## config.mk

```make
export PLATFORM = sky130hd
export DESIGN_NAME = gate_permit_supervisor
export DESIGN_NICKNAME = d
export VERILOG_FILES = /design/src/rtl/gps_pkg.sv /design/src/rtl/hyst_flag.sv /design/src/rtl/enable_timer.sv /design/src/rtl/gate_permit_supervisor.sv
export SDC_FILE = /design/constraint.sdc
export NUM_CORES = 1
export LEC_CHECK = 0
export BUFFER_PORTS_ARGS = -buffer_cell sky130_fd_sc_hd__buf_2
export CAP_MARGIN = 20
export CORE_MARGIN = 4
export CORE_UTILIZATION = 47
export DETAILED_ROUTE_END_ITERATION = 12
export PLACE_DENSITY = 0.73
export SLEW_MARGIN = 25
export SYNTH_ARGS = -nofsm -noshare
export SYNTH_HDL_FRONTEND = slang
export SYNTH_SLANG_ARGS = --single-unit
```

## constraint.sdc

```tcl
create_clock -name clk -period 1.4 [get_ports clk]
set_clock_uncertainty 0.1 [all_clocks]
set_input_delay 0.07 -clock clk [delete_from_list [all_inputs] [get_ports clk]]
set_output_delay 0.07 -clock clk [all_outputs]
set_load 0.05 [all_outputs]
```

## src/rtl/gps_pkg.sv

```systemverilog
package gps_pkg;

  // Decoded view of the disable input.
  typedef enum logic [1:0] {
    PIN_OPEN = 2'd0,
    PIN_LOW  = 2'd1,
    PIN_HIGH = 2'd2
  } pin_state_e;

  function automatic pin_state_e decode_pin(input logic driven, input logic level);
    if (!driven)    return PIN_OPEN;
    else if (level) return PIN_HIGH;
    else            return PIN_LOW;
  endfunction

  // Set comparison: temperature at or above the threshold.
  function automatic logic reached(input int unsigned t, input int unsigned thr);
    return t >= thr;
  endfunction

  // Clear comparison: temperature has dropped hys below thr (no underflow).
  function automatic logic cooled(input int unsigned t, input int unsigned thr,
                                  input int unsigned hys);
    return (t + hys) <= thr;
  endfunction

endpackage

```

## src/rtl/hyst_flag.sv

```systemverilog
module hyst_flag #(
  parameter int TEMP_W = 8,
  parameter int SET_AT = 150,
  parameter int HYS    = 15
) (
  input  logic              clk,
  input  logic              rst_n,
  input  logic [TEMP_W-1:0] level,
  output logic              flag,
  output logic              set_hit,
  output logic              clr_hit
);
  import gps_pkg::*;

  localparam int unsigned SET_U = SET_AT;
  localparam int unsigned HYS_U = HYS;

  assign set_hit = reached(int'(level), SET_U);
  assign clr_hit = cooled(int'(level), SET_U, HYS_U);

  always_ff @(posedge clk or negedge rst_n) begin
    if (!rst_n)       flag <= 1'b0;
    else if (set_hit) flag <= 1'b1;
    else if (clr_hit) flag <= 1'b0;
  end

  // Set side: a sample at/above threshold raises the flag on the next cycle.
  a_r5_r8_flag_sets: assert property (@(posedge clk) disable iff (!rst_n)
    (int'(level) >= SET_AT) |=> flag);

  // Clear side: a sample within HYS of the threshold leaves the flag unchanged.
  a_r6_r9_flag_holds: assert property (@(posedge clk) disable iff (!rst_n)
    ((int'(level) < SET_AT) && (int'(level) + HYS > SET_AT)) |=> $stable(flag));

  a_r6_r9_flag_clears: assert property (@(posedge clk) disable iff (!rst_n)
    (int'(level) + HYS <= SET_AT) |=> !flag);

endmodule

```

## src/rtl/enable_timer.sv

```systemverilog
module enable_timer #(
  parameter int DELAY = 64
) (
  input  logic clk,
  input  logic rst_n,
  input  logic pin_hi,
  output logic ready,
  output logic pin_rise,
  output logic cal_pulse
);
  localparam int CW = $clog2(DELAY + 1);
  localparam logic [CW-1:0] LIM = CW'(DELAY);

  logic [CW-1:0] cnt;
  logic          pin_q;

  assign pin_rise = pin_hi & ~pin_q;
  assign ready    = (cnt == LIM);

  always_ff @(posedge clk or negedge rst_n) begin
    if (!rst_n) begin
      cnt       <= '0;
      pin_q     <= 1'b0;
      cal_pulse <= 1'b0;
    end else begin
      pin_q     <= pin_hi;
      cal_pulse <= pin_rise;
      if (!pin_hi)         cnt <= '0;
      else if (cnt != LIM) cnt <= cnt + 1'b1;
    end
  end

  // The settling count restarts whenever the input is sampled not-high.
  a_r4_count_restarts: assert property (@(posedge clk) disable iff (!rst_n)
    !pin_hi |=> (cnt == '0));

  // Readiness can only follow a cycle in which the input was high.
  a_r3_ready_after_high: assert property (@(posedge clk) disable iff (!rst_n)
    ready |-> $past(pin_hi));

  // The calibration trigger lasts a single cycle.
  a_r10_pulse_single: assert property (@(posedge clk) disable iff (!rst_n)
    cal_pulse |=> !cal_pulse);

  a_r10_pulse_after_rise: assert property (@(posedge clk) disable iff (!rst_n)
    $rose(cal_pulse) |-> $past(pin_hi));

endmodule

```

## src/rtl/gate_permit_supervisor.sv

```systemverilog
module gate_permit_supervisor #(
  parameter int TEMP_W       = 8,
  parameter int WARN_AT      = 150,
  parameter int WARN_HYS     = 15,
  parameter int TRIP_AT      = 180,
  parameter int TRIP_HYS     = 25,
  parameter int EN_DELAY_CYC = 64
) (
  input  logic              clk,
  input  logic              rst_n,
  input  logic              supply_ok,
  input  logic              dis_level,
  input  logic              dis_driven,
  input  logic [TEMP_W-1:0] temp_code,
  output logic              gate_en,
  output logic              warn_n,
  output logic              cal_start
);
  import gps_pkg::*;

  pin_state_e pin_st;
  logic       pin_hi;
  logic       settled;
  logic       pin_rise;
  logic       warn_act, warn_set_hit, warn_clr_hit;
  logic       trip_act, trip_set_hit, trip_clr_hit;

  assign pin_st = decode_pin(dis_driven, dis_level);
  assign pin_hi = (pin_st == PIN_HIGH);

  enable_timer #(.DELAY(EN_DELAY_CYC)) u_timer (
    .clk      (clk),
    .rst_n    (rst_n),
    .pin_hi   (pin_hi),
    .ready    (settled),
    .pin_rise (pin_rise),
    .cal_pulse(cal_start)
  );

  hyst_flag #(.TEMP_W(TEMP_W), .SET_AT(WARN_AT), .HYS(WARN_HYS)) u_warn (
    .clk    (clk),
    .rst_n  (rst_n),
    .level  (temp_code),
    .flag   (warn_act),
    .set_hit(warn_set_hit),
    .clr_hit(warn_clr_hit)
  );

  hyst_flag #(.TEMP_W(TEMP_W), .SET_AT(TRIP_AT), .HYS(TRIP_HYS)) u_trip (
    .clk    (clk),
    .rst_n  (rst_n),
    .level  (temp_code),
    .flag   (trip_act),
    .set_hit(trip_set_hit),
    .clr_hit(trip_clr_hit)
  );

  // Disable and supply paths are combinational to the permit.
  assign gate_en = supply_ok & pin_hi & settled & ~trip_act;
  assign warn_n  = ~warn_act;

  // A hot sample blocks the permit on the following cycle.
  a_r8_trip_blocks: assert property (@(posedge clk) disable iff (!rst_n)
    (int'(temp_code) >= TRIP_AT) |=> !gate_en);

  // The permit can only rise once the input has been high on the previous edge.
  a_r3_permit_needs_history: assert property (@(posedge clk) disable iff (!rst_n)
    $rose(gate_en) |-> $past(pin_hi));

  // The calibration trigger follows a rise of the decoded input.
  a_r10_cal_follows_rise: assert property (@(posedge clk) disable iff (!rst_n)
    cal_start |-> $past(pin_rise));

endmodule

```

Yosys cells after proc, flatten, opt, wreduce, memory -nomap -nowiden
Index checks and enable logic that the tools add are counted.
{"block": "word_totals", "in_bits": 13, "out_inout_bits": 3, "regBits": 11}
{"block": "classes", "eq_ne": 4, "add_sub_neg": 3, "mux": 8, "n_lt_le_gt_ge": 4, "bitwise_logic": 7, "reduce_logical": 2}
{"cell": "less-or-equal comparator 32 x 8 -> 1 bit (second input constant)", "n": 2}
{"cell": ">= comparator 8 bit (second input constant)", "n": 2}
{"cell": "2-to-1 mux 7 bit", "n": 2}
{"cell": "adder 8 x 4 -> 9 bit (second input constant)", "n": 1}
{"cell": "adder 8 x 5 -> 9 bit (second input constant)", "n": 1}
{"cell": "adder 7 x 1 -> 7 bit (second input constant)", "n": 1}
{"cell": "equality test 7 bit (second input constant)", "n": 1}
{"cell": "!= test 7 bit (second input constant)", "n": 1}
{"cell": "bitwise AND 1 bit", "n": 4}
{"cell": "2-to-1 mux 1 bit", "n": 4}
{"cell": "2-to-1 mux 2 bit", "n": 2}
{"cell": "nonzero test 2 bit", "n": 2}
{"cell": "NOT 1 bit", "n": 3}
{"cell": "equality test 2 bit (second input constant)", "n": 1}
{"cell": "!= test 2 x 1 -> 1 bit (second input constant)", "n": 1}

Logic depth before layout (Yosys ltp)
Gate-level depths: netlist (run 1).
{"block": "depth", "ltp_word": 6, "depth_mapped": 7, "mapped_depth_nobuf": 7}

Modules after synthesis
From an unflattened synthesis (run 1), not the netlist that was laid out.
{"block": "unflattened", "cells_unflattened": 83, "hier_area_um2": 783.3}
{"module": "enable_timer", "area_each_um2": 440.4, "seq_area_each_um2": 225.2, "cells_per_inst": 43, "instances": 1}
{"module": "hyst_flag (u_warn)", "area_each_um2": 255.2, "seq_area_each_um2": 25.0, "cells_per_inst": 31, "instances": 1}
{"module": "hyst_flag (u_trip)", "area_each_um2": 65.1, "seq_area_each_um2": 25.0, "cells_per_inst": 6, "instances": 1}
{"module": "gate_permit_supervisor", "area_each_um2": 22.5, "seq_area_each_um2": 0.0, "cells_per_inst": 3, "instances": 1}

Least setup slack after synthesis (run 1)
No wires, ideal clock.
{"block": "synth_timing", "path_kind": "register -> output", "from": "register u_timer.cnt[2]", "to": "output gate_en", "path_slack_ps": -1289, "required_ps": 1230, "t_arrival_ps": 2519, "path_stages_with_launch": 4, "cell_sequence": "dfrtp_1 -> nor4b_1 -> nand3b_1 -> nor4b_1"}
{"block": "synth_between", "elab_chain_len": 3}
{"item": "from (decl)", "line": "enable_timer.sv:14", "rtl": "logic [CW-1:0] cnt;"}
{"item": "from (signal assigned)", "line": "enable_timer.sv:29", "rtl": "else if (cnt != LIM) cnt <= cnt + 1'b1;"}
{"item": "equality test 7 bit", "line": "enable_timer.sv:18", "rtl": "assign ready = (cnt == LIM);"}
{"item": "bitwise AND 1 bit (2 in a row)", "line": "gate_permit_supervisor.sv:59", "rtl": "assign gate_en = supply_ok & pin_hi & settled & ~trip_act;"}
{"item": "to (decl)", "line": "gate_permit_supervisor.sv:15", "rtl": "output logic gate_en,"}
Every way passes these cells.

Final worst setup path (run 1)
{"block": "layout_timing", "from": "register u_timer.cnt[5]", "to": "output gate_en"}
The elaborated chain is that of the path after synthesis.

==> flow_summary.ini, run 1 <==
[critical_path]
r2r-start = u_timer.cnt[0]
r2r_cells = 7
required_ns = 1.23
cpPeakStageDelay_ns = 0.39
critical_path.slowest_cell = dfrtp_1
r2r-end = u_timer.cnt[2]
endpoint_kind = output port
cp-start-kind = flip-flop
cp_data_arrival_time_ns = 1.53
worstSetupPathType = reg -> out
cp_cell_sequence = nor4b_2 > nand3b_1 > nor4b_4 > buf_6
rrSetupSlack_ns = -0.11
worstPathMaxFanout = 2

[pwr]
p_int_uw = 528
ir_worst_vdd_uv = 357
p_per_area_nw_per_um2 = 654
p_switching_uw = 227
p_comb_share_pct = 26.9
pwr-share-seq_pct = 44.8
clkPwrFrac_pct = 28.3
leakagePower_nw = 0.548
swShare_pct = 30.1

[grt]
track_usage_pct = 17.9
grt_pass1_wl_um = 3440
grt-ovfl-total = 0
grt_max_degree = 12
grt_pass1_vias = 827
antenna_found_initial = 0

[clock_tree]
cts_sinks = 11
cts_buffers = 3
h-tree-depth = 1
clkTransAtPathRegs_ns = 0.07
clock_path_buffers = 2
cts_root_buf = clkbuf_4
worstSkewPairLatency_ns = 0.27
cts_tree = built

[status]
violations = setup timing
status = finished, violations left

[timing]
tightestPinTransition_ns = 0.335
period_needed_ns = 1.70
rsz0062_at_grt = true
finalHoldViolCount = 0
relSlewSlack_pct = 77.5
max_freq_mhz = 588
whs_ns = 0.00702
slew_viol_final = 0
min_period_over_period_pct = 121
setup-violations-final = 4
fin_ws_ns = -0.300
tns_ns = -0.419

[placed_design]
gp_congestion = 0.821
port_buffers = 15
postPlaceCellArea_um2 = 1030
place_ws_ns = -0.185
dp_hpwl_um = 1440
dpl.cell_count = 140

[cells_and_area]
drive_gt1_share_pct = 40.9
diodes = 0
finalNonFillerCells = 148
area_delta_synth_final_pct = 47.5
layout.nets = 151
design_area_um2 = 1150

[synth]
ys_types = 28
synth_async_sr_flop_share_pct = 100
syn_area_um2 = 782
synth_edf_count = 0
yosysSeqAreaShare_pct = 35.2
synth_common_cells = 16 x nor2_1, 11 x dfrtp_1, 9 x a21oi_1, 8 x inv_1
synth_largest_area_cell = dfrtp_1
synth_seq_cells = 11
synthTopCellsByArea = dfrtp_1 35%, ha_1 8.0%, nor2_1 7.7%
synthFlopType = dfrtp_1
synth_warnings = 0
syn_inst = 91
mappedNetlistNets = 109
netlist.area_leader.share_pct = 35.2
synth_area_per_cell_um2 = 8.59
synth.most_common_cell = nor2_1

[worst_hold_path]
hold_class = in -> reg
min_path_cells = 3
min_to = u_trip.flag
min-delay-start = temp_code[6]

[route]
drc_errors = 0
drt-initial-drc-count = 5
drtAntennaViolNets = 0
wire_per_inst_um = 13.1
drt_wl_total_um = 1940
vias = 790
first_pass_iters = 4
vias_per_cell = 5.34

[flow_run]
maxCapViolations = 0

[die]
coreArea_um2 = 1540
die_width_um = 48.8
rows = 14
dieHeight_um = 48.8
start_util_pct = 50.7
ios = 16
die_area_um2 = 2380
[per-stage QoR]
stage	power, mW	util, %
after CTS	0.761	74.5
after floorplan	0.443	-
after detailed placement	0.533	66.9
final	0.755	74.8
after global routing	0.807	74.8
after global placement	0.527	66.9
[flip-flops by register name, summed over array words and instances, names as in the netlist]
| name | flops |
|---|---|
| u_timer.pin_q | 1 |
| u_trip.flag | 1 |
| u_timer.cal_pulse | 1 |
| u_warn.flag | 1 |
| u_timer.cnt | 7 |
[layout make-up]
cell class / instances / area [µm²]
fill: 133 / 388
multi-input combinational: 71 / 542
tap: 16 / 20.0
timing repair buffer: 38 / 260
inverter: 8 / 30.0
clock buffer: 4 / 26.3
sequential: 11 / 275
[routing by layer]
metal  wire length [µm]  GRT usage, %  share of wire [%]
met5                  0             0                  0
met4                 28          8.07                1.4
met3                 51          1.22                2.6
met2               1110          35.2                 57
met1                745          18.8                 38
[cells in the final DEF (no fill, tap or decap), types with 3 or more instances in the layout]
cell type,n
xor2_1,3
dfrtp_1,11
o21ai_0,6
nor2_1,15
clkbuf_4,3
buf_4,21
a21oi_1,8
inv_1,8
buf_2,14
nand2_1,5
ha_1,4
[power groups by stage]
stage	Combinational [mW]	Clock (mW)	Sequential, mW
finish	0.203	0.213	0.338
global route	0.223	0.244	0.340
CTS	0.201	0.222	0.338
detailed placement	0.188	0	0.345
global placement	0.182	0	0.345
floorplan	0.0940	0	0.349
[timing repair]
| item | CTS | global route |
|---|---|---|
| setup buffers | 3 | 3 |
| hold buffers | 1 | 0 |
| pin swaps | 4 | 5 |
| endpoints found under the setup margin | 4 | 5 |
| hold endpoints to repair | 11 | 0 |
| resized for setup | 13 | 2 |
[kinds of logic after synthesis]
kind of cell	after synthesis	share of synthesized area (%)
simple gates	35	23.0
compound gates	24	21.3
flops	11	35.2
buf+inv	9	4.32
xor+xnor	6	6.72
fa+ha+maj	5	8.00
mux	1	1.44
[worst max-delay path, delay by kind of cell (launching register included)]
kind	cells	cell delay, ns
buf+inv	1	0.19
simple gates	3	0.69
flops	1	0.39
[worst max path at each step]
stage	startpoint	endpoint	slack, ns
6_report	u_timer.cnt[5]	gate_en	-0.30
5_1_grt	u_timer.cnt[5]	gate_en	-0.48
4_1_cts	u_timer.cnt[2]	gate_en	-0.31
3_5_place_dp	temp_code[1]	u_warn.flag	-0.19
3_3_place_gp	temp_code[1]	u_warn.flag	-0.16
2_1_floorplan	u_timer.cnt[2]	gate_en	-0.32
No activity file was read; power rests on OpenSTA's default activity.
==> run 2, diff against run 1 <==
--- a/config.mk
+++ b/config.mk
@@ -10,6 +10,7 @@
 export CORE_MARGIN = 4
 export CORE_UTILIZATION = 47
 export DETAILED_ROUTE_END_ITERATION = 12
+export GPL_TIMING_DRIVEN = 0
 export PLACE_DENSITY = 0.73
 export SLEW_MARGIN = 25
 export SYNTH_ARGS = -nofsm -noshare
==> flow_summary.ini, run 2 (synthesized netlist as in run 1, its figures left out) <==
[timing]
period_needed_ns = 1.70
tightestPinTransition_ns = 0.377
tns_ns = -0.772
finalHoldViolCount = 0
rsz0062_at_grt = true
setup-violations-final = 4
max_freq_mhz = 587
relSlewSlack_pct = 74.8
fin_ws_ns = -0.303
min_period_over_period_pct = 122
slew_viol_final = 0

[grt]
grt_pass1_vias = 777
antenna_found_initial = 0
grt-ovfl-total = 0
grt_max_degree = 12
grt_pass1_wl_um = 3080
track_usage_pct = 16.3

[pwr]
p_int_uw = 508
ir_worst_vdd_uv = 369
p_comb_share_pct = 24.7
pwr-share-seq_pct = 47.3
leakagePower_nw = 0.470
power_uw = 717
p_switching_uw = 209
clkPwrFrac_pct = 28.0
swShare_pct = 29.2
p_per_area_nw_per_um2 = 685

[die]
dieHeight_um = 48.8
die_area_um2 = 2380
ios = 16
coreArea_um2 = 1540
die_width_um = 48.8
rows = 14
start_util_pct = 50.7

[critical_path]
required_ns = 1.23
cpPeakStageDelay_ns = 0.39
worstSetupPathType = reg -> out
crit_family = simple AND/OR/NAND/NOR gates
setup.worst_path.start = u_timer.cnt[2]
worst-path-buf-inv = 1
critical_path.slowest_cell = dfrtp_1
cp-start-kind = flip-flop
cp_cell_sequence = nor4b_2 > nand3b_1 > nor4b_4 > buf_6
endpoint_kind = output port
worstPathMaxFanout = 2
r2r-start = u_timer.cnt[1]
cp_data_arrival_time_ns = 1.53

[route]
vias = 749
first_pass_iters = 4
drt_wl_total_um = 1750
drc_errors = 0
drtAntennaViolNets = 0
met3_wirelength_um = 58
wl_met2_um = 941
drt-initial-drc-count = 6
wire_per_inst_um = 13.2
met1_length_um = 677
vias_per_cell = 5.67
top_layer = met4

[placed_design]
dp_hpwl_um = 1290
dpl.cell_count = 121
gp_congestion = 0.873
port_buffers = 14
postPlaceCellArea_um2 = 887

[flow_run]
maxCapViolations = 0

[worst_hold_path]
min-delay-start = temp_code[6]
hold_class = in -> reg

[cells_and_area]
final_common_cell = nor2_1
finalNonFillerCells = 132
design_area_um2 = 1050
diodes = 0
regMostFlops = u_timer.cnt
fillerInstances = 123
largest_register_ffs = 7
layout.nets = 135
layout_common_cells = 15 x nor2_1, 11 x buf_2, 11 x dfrtp_1
area_delta_synth_final_pct = 33.9
drive_gt1_share_pct = 31.9
utilization_pct = 67.9

[status]
status = finished, violations left
violations = setup timing

[clock_tree]
h-tree-depth = 1
cts_root_buf = clkbuf_4
cts_tree = built
cts_buffers = 3
clock_path_buffers = 2
worstSkewPairLatency_ns = 0.26
clkTransAtPathRegs_ns = 0.06
cts_sinks = 11
==> run 2: cell count changes in the layout (fill, tap and decap cells not counted) <==
cell	change
a21oi_2	-1
nand3_1	+1
buf_4	-16
nand3_2	-1
inv_2	+1
buf_6	+2
clkbuf_1	+1
inv_1	-1
a21oi_4	+1
buf_2	-3
==> run 2: power groups by stage <==
| stage | combinational, mW | clock, mW | sequential (mW) |
|---|---|---|---|
| 5_1_grt | 0.194 | 0.228 | 0.341 |
| 3_5_place_dp | 0.157 | 0 | 0.346 |
| 6_report | 0.177 | 0.201 | 0.339 |
| 2_1_floorplan | 0.0940 | 0 | 0.349 |
| 4_1_cts | 0.169 | 0.212 | 0.338 |
| 3_3_place_gp | 0.151 | 0 | 0.345 |
==> run 2: through the flow <==
step	hold slack (ns)	worst slack [ns]
finish	0.0288	-0.303
global route	0.0625	-0.443
CTS	0.0191	-0.315
detailed placement	-0.152	-0.277
global placement	-0.156	-0.279
floorplan	-0.326	-0.318
==> run 2: cell type report <==
class | count | area, µm² | share of cell area (%)
sequential | 11 | 275 | 26.3
buffer | 1 | 3.75 | 0.358
multi-input combinational | 71 | 544 | 52.0
inverter | 8 | 30.0 | 2.87
timing repair buffer | 21 | 148 | 14.1
clock buffer | 4 | 26.3 | 2.51
tap | 16 | 20.0 | 1.91
==> run 2: worst paths after layout <==
check | to | slack [ns] | cells past startpoint
setup / recovery | gate_en | -0.30 | 4
hold / removal | u_trip.flag | 0.03 | 3
setup reg to reg | u_timer.cnt[2] | -0.23 | 8
hold reg to reg | u_timer.cal_pulse | 0.31 | 1
max in group asynchronous | u_timer.cal_pulse | 0.90 | 2
min in group asynchronous | u_warn.flag | 0.10 | 2
==> run 2: layer usage <==
layer | track usage [%] | vias to the layer above
met3 | 1.22 | 6
li1 | - | 368
met1 | 15.2 | 352
met5 | 0 | -
met4 | 13.0 | 0
met2 | 31.5 | 23
==> run 2: worst register-to-register path: stages, from the launching register on <==
cell      delay (ns)
dfrtp_1         0.39
inv_2           0.07
ha_1            0.19
nand3b_1        0.16
buf_4           0.14
buf_6           0.12
nand2_2         0.05
mux2_4          0.26
nor2_1          0.08
==> run 2: timing repair <==
| action | 4_1_cts | 5_1_grt |
|---|---|---|
| endpoints found under the hold margin | 11 | 0 |
| setup buffers | 5 | 1 |
| gates resized for setup | 8 | 12 |
| pin swaps | 2 | 5 |
| hold buffers | 1 | 0 |
| endpoints found under the setup margin | 5 | 6 |
==> run 3, diff against run 2 <==
--- a/config.mk
+++ b/config.mk
@@ -11,7 +11,7 @@
 export CORE_UTILIZATION = 47
 export DETAILED_ROUTE_END_ITERATION = 12
 export GPL_TIMING_DRIVEN = 0
-export PLACE_DENSITY = 0.73
+export PLACE_DENSITY = 0.71
 export SLEW_MARGIN = 25
 export SYNTH_ARGS = -nofsm -noshare
 export SYNTH_HDL_FRONTEND = slang
==> flow_summary.ini, run 3 (synthesized netlist as in run 1, its figures left out) <==
[critical_path]
r2r-start = u_timer.cnt[1]
rrSetupSlack_ns = -0.28
worstSetupPathType = reg -> out
crit_family = simple AND/OR/NAND/NOR gates
required_ns = 1.23
cp-start-kind = flip-flop
critical_path.slowest_cell = dfrtp_1
cp_data_arrival_time_ns = 1.57
crit_end = gate_en
worstPathMaxFanout = 2
setup.worst_path.start = u_timer.cnt[2]
cpPeakStageDelay_ns = 0.40
cp_cell_sequence = nor4b_2 > nand3b_1 > nor4b_4 > buf_6
r2r_cells = 8
endpoint_kind = output port
path_depth = 4
worst-path-buf-inv = 1
r2r-end = u_timer.cnt[2]

[timing]
max_freq_mhz = 574
tightestPinTransition_ns = 0.391
min_period_over_period_pct = 124
period_needed_ns = 1.74
slew_viol_final = 0
finalHoldViolCount = 0
whs_ns = 0.0452
setup-violations-final = 5
rsz0062_at_grt = true
relSlewSlack_pct = 73.9
fin_ws_ns = -0.342

[route]
drt-initial-drc-count = 9
vias = 758
drc_errors = 0
first_pass_iters = 4
drtAntennaViolNets = 0
wire_per_inst_um = 14.5
drt_wl_total_um = 1940
vias_per_cell = 5.66

[pwr]
p_comb_share_pct = 25.1
p_per_area_nw_per_um2 = 679
pwr-share-seq_pct = 46.3
clkPwrFrac_pct = 28.6
p_switching_uw = 220
ir_worst_vdd_uv = 359
p_int_uw = 512
swShare_pct = 30.0
leakagePower_nw = 0.479

[cells_and_area]
fillerInstances = 131
layout_common_cells = 15 x nor2_1, 11 x buf_2, 11 x dfrtp_1
final_common_cell = nor2_1
largest_register_ffs = 7
multi_input_area_um2 = 559
regArea_um2 = 275
layout.nets = 137
drive_gt1_share_pct = 34.7
regMostFlops = u_timer.cnt
area_delta_synth_final_pct = 37.8
diodes = 0
finalNonFillerCells = 134

[clock_tree]
cts_tree = built
h-tree-depth = 1
cts_sinks = 11
cts_buffers = 3
clkTransAtPathRegs_ns = 0.06
clock_path_buffers = 2
worstSkewPairLatency_ns = 0.26
cts_root_buf = clkbuf_4

[die]
die_area_um2 = 2380
ios = 16
coreArea_um2 = 1540
start_util_pct = 50.7
die_width_um = 48.8
rows = 14
dieHeight_um = 48.8

[grt]
grt_max_degree = 12
antenna_found_initial = 0
track_usage_pct = 16.5
grt_pass1_vias = 731
grt-ovfl-total = 0
grt_pass1_wl_um = 3070

[placed_design]
place_ws_ns = -0.299
port_buffers = 14
dpl.cell_count = 121
gp_congestion = 0.815
dp_hpwl_um = 1230

[status]
status = finished, violations left
violations = setup timing

[worst_hold_path]
hold_class = in -> reg

[flow_run]
maxCapViolations = 0
[run 3: cell count changes in the layout (fill, tap and decap cells not counted), sizes merged]
| cell | change |
|---|---|
| buf | +2 |
[run 3: worst min-delay path by stage]
stage / to / slack, ns / from / depth (start not counted)
finish: u_trip.flag / 0.05 / temp_code[6] / 3
global route: u_trip.flag / 0.07 / temp_code[6] / 3
CTS: u_trip.flag / 0.04 / temp_code[6] / 3
detailed placement: u_timer.cnt[0] / -0.15 / rst_n / 1
global placement: u_timer.cnt[0] / -0.15 / rst_n / 1
floorplan: u_timer.cal_pulse / -0.33 / rst_n / 0
[run 3: layer usage]
metal / GRT usage, % / up-vias / part of all wire [%] / routed length [µm]
met4: 9.42 / 0 / 1.1 / 21
met3: 3.06 / 2 / 3.2 / 62
met5: 0 / - / 0 / 0
met2: 30.4 / 18 / 56 / 1080
li1: - / 375 / - / -
met1: 16.9 / 363 / 40 / 777
[run 3: metrics by stage]
stage | power [mW] | utilization [%] | cell area [µm²] | TNS, ns
2_1_floorplan | 0.443 | - | 797 | -0.318
3_3_place_gp | 0.498 | 57.5 | 887 | -0.771
3_5_place_dp | 0.502 | 57.5 | 887 | -0.875
4_1_cts | 0.723 | 64.5 | 995 | -0.579
5_1_grt | 0.790 | 69.9 | 1080 | -1.51
6_report | 0.732 | 69.9 | 1080 | -1.04
[run 3: area by class of cell]
cell class                 instances  area share [%]
buffer                             1           0.348
clock buffer                       4            2.44
inverter                           8            2.79
multi-input combinational         71            51.9
sequential                        11            25.6
tap                               16            1.86
timing repair buffer              23            15.1
[run 3: power groups by stage]
stage / clock network [mW] / registers, mW / logic [mW]
floorplan: 0 / 0.349 / 0.0940
global placement: 0 / 0.345 / 0.152
detailed placement: 0 / 0.346 / 0.157
CTS: 0.216 / 0.339 / 0.168
global route: 0.245 / 0.340 / 0.204
finish: 0.209 / 0.339 / 0.184
[run 3: repair_timing]
item	4_1_cts	5_1_grt
hold endpoints to repair	11	0
pin swaps	2	7
hold buffers	1	0
buffers inserted	5	3
resized for setup	9	11
setup endpoints to repair	6	6
[run 3: worst register-to-register path, cell delays in order (launching register included)]
cell	delay [ns]
dfrtp_1	0.34
inv_1	0.08
ha_1	0.20
nand3b_1	0.18
buf_4	0.15
buf_6	0.13
nand2_2	0.07
mux2_2	0.27
nor2_1	0.09
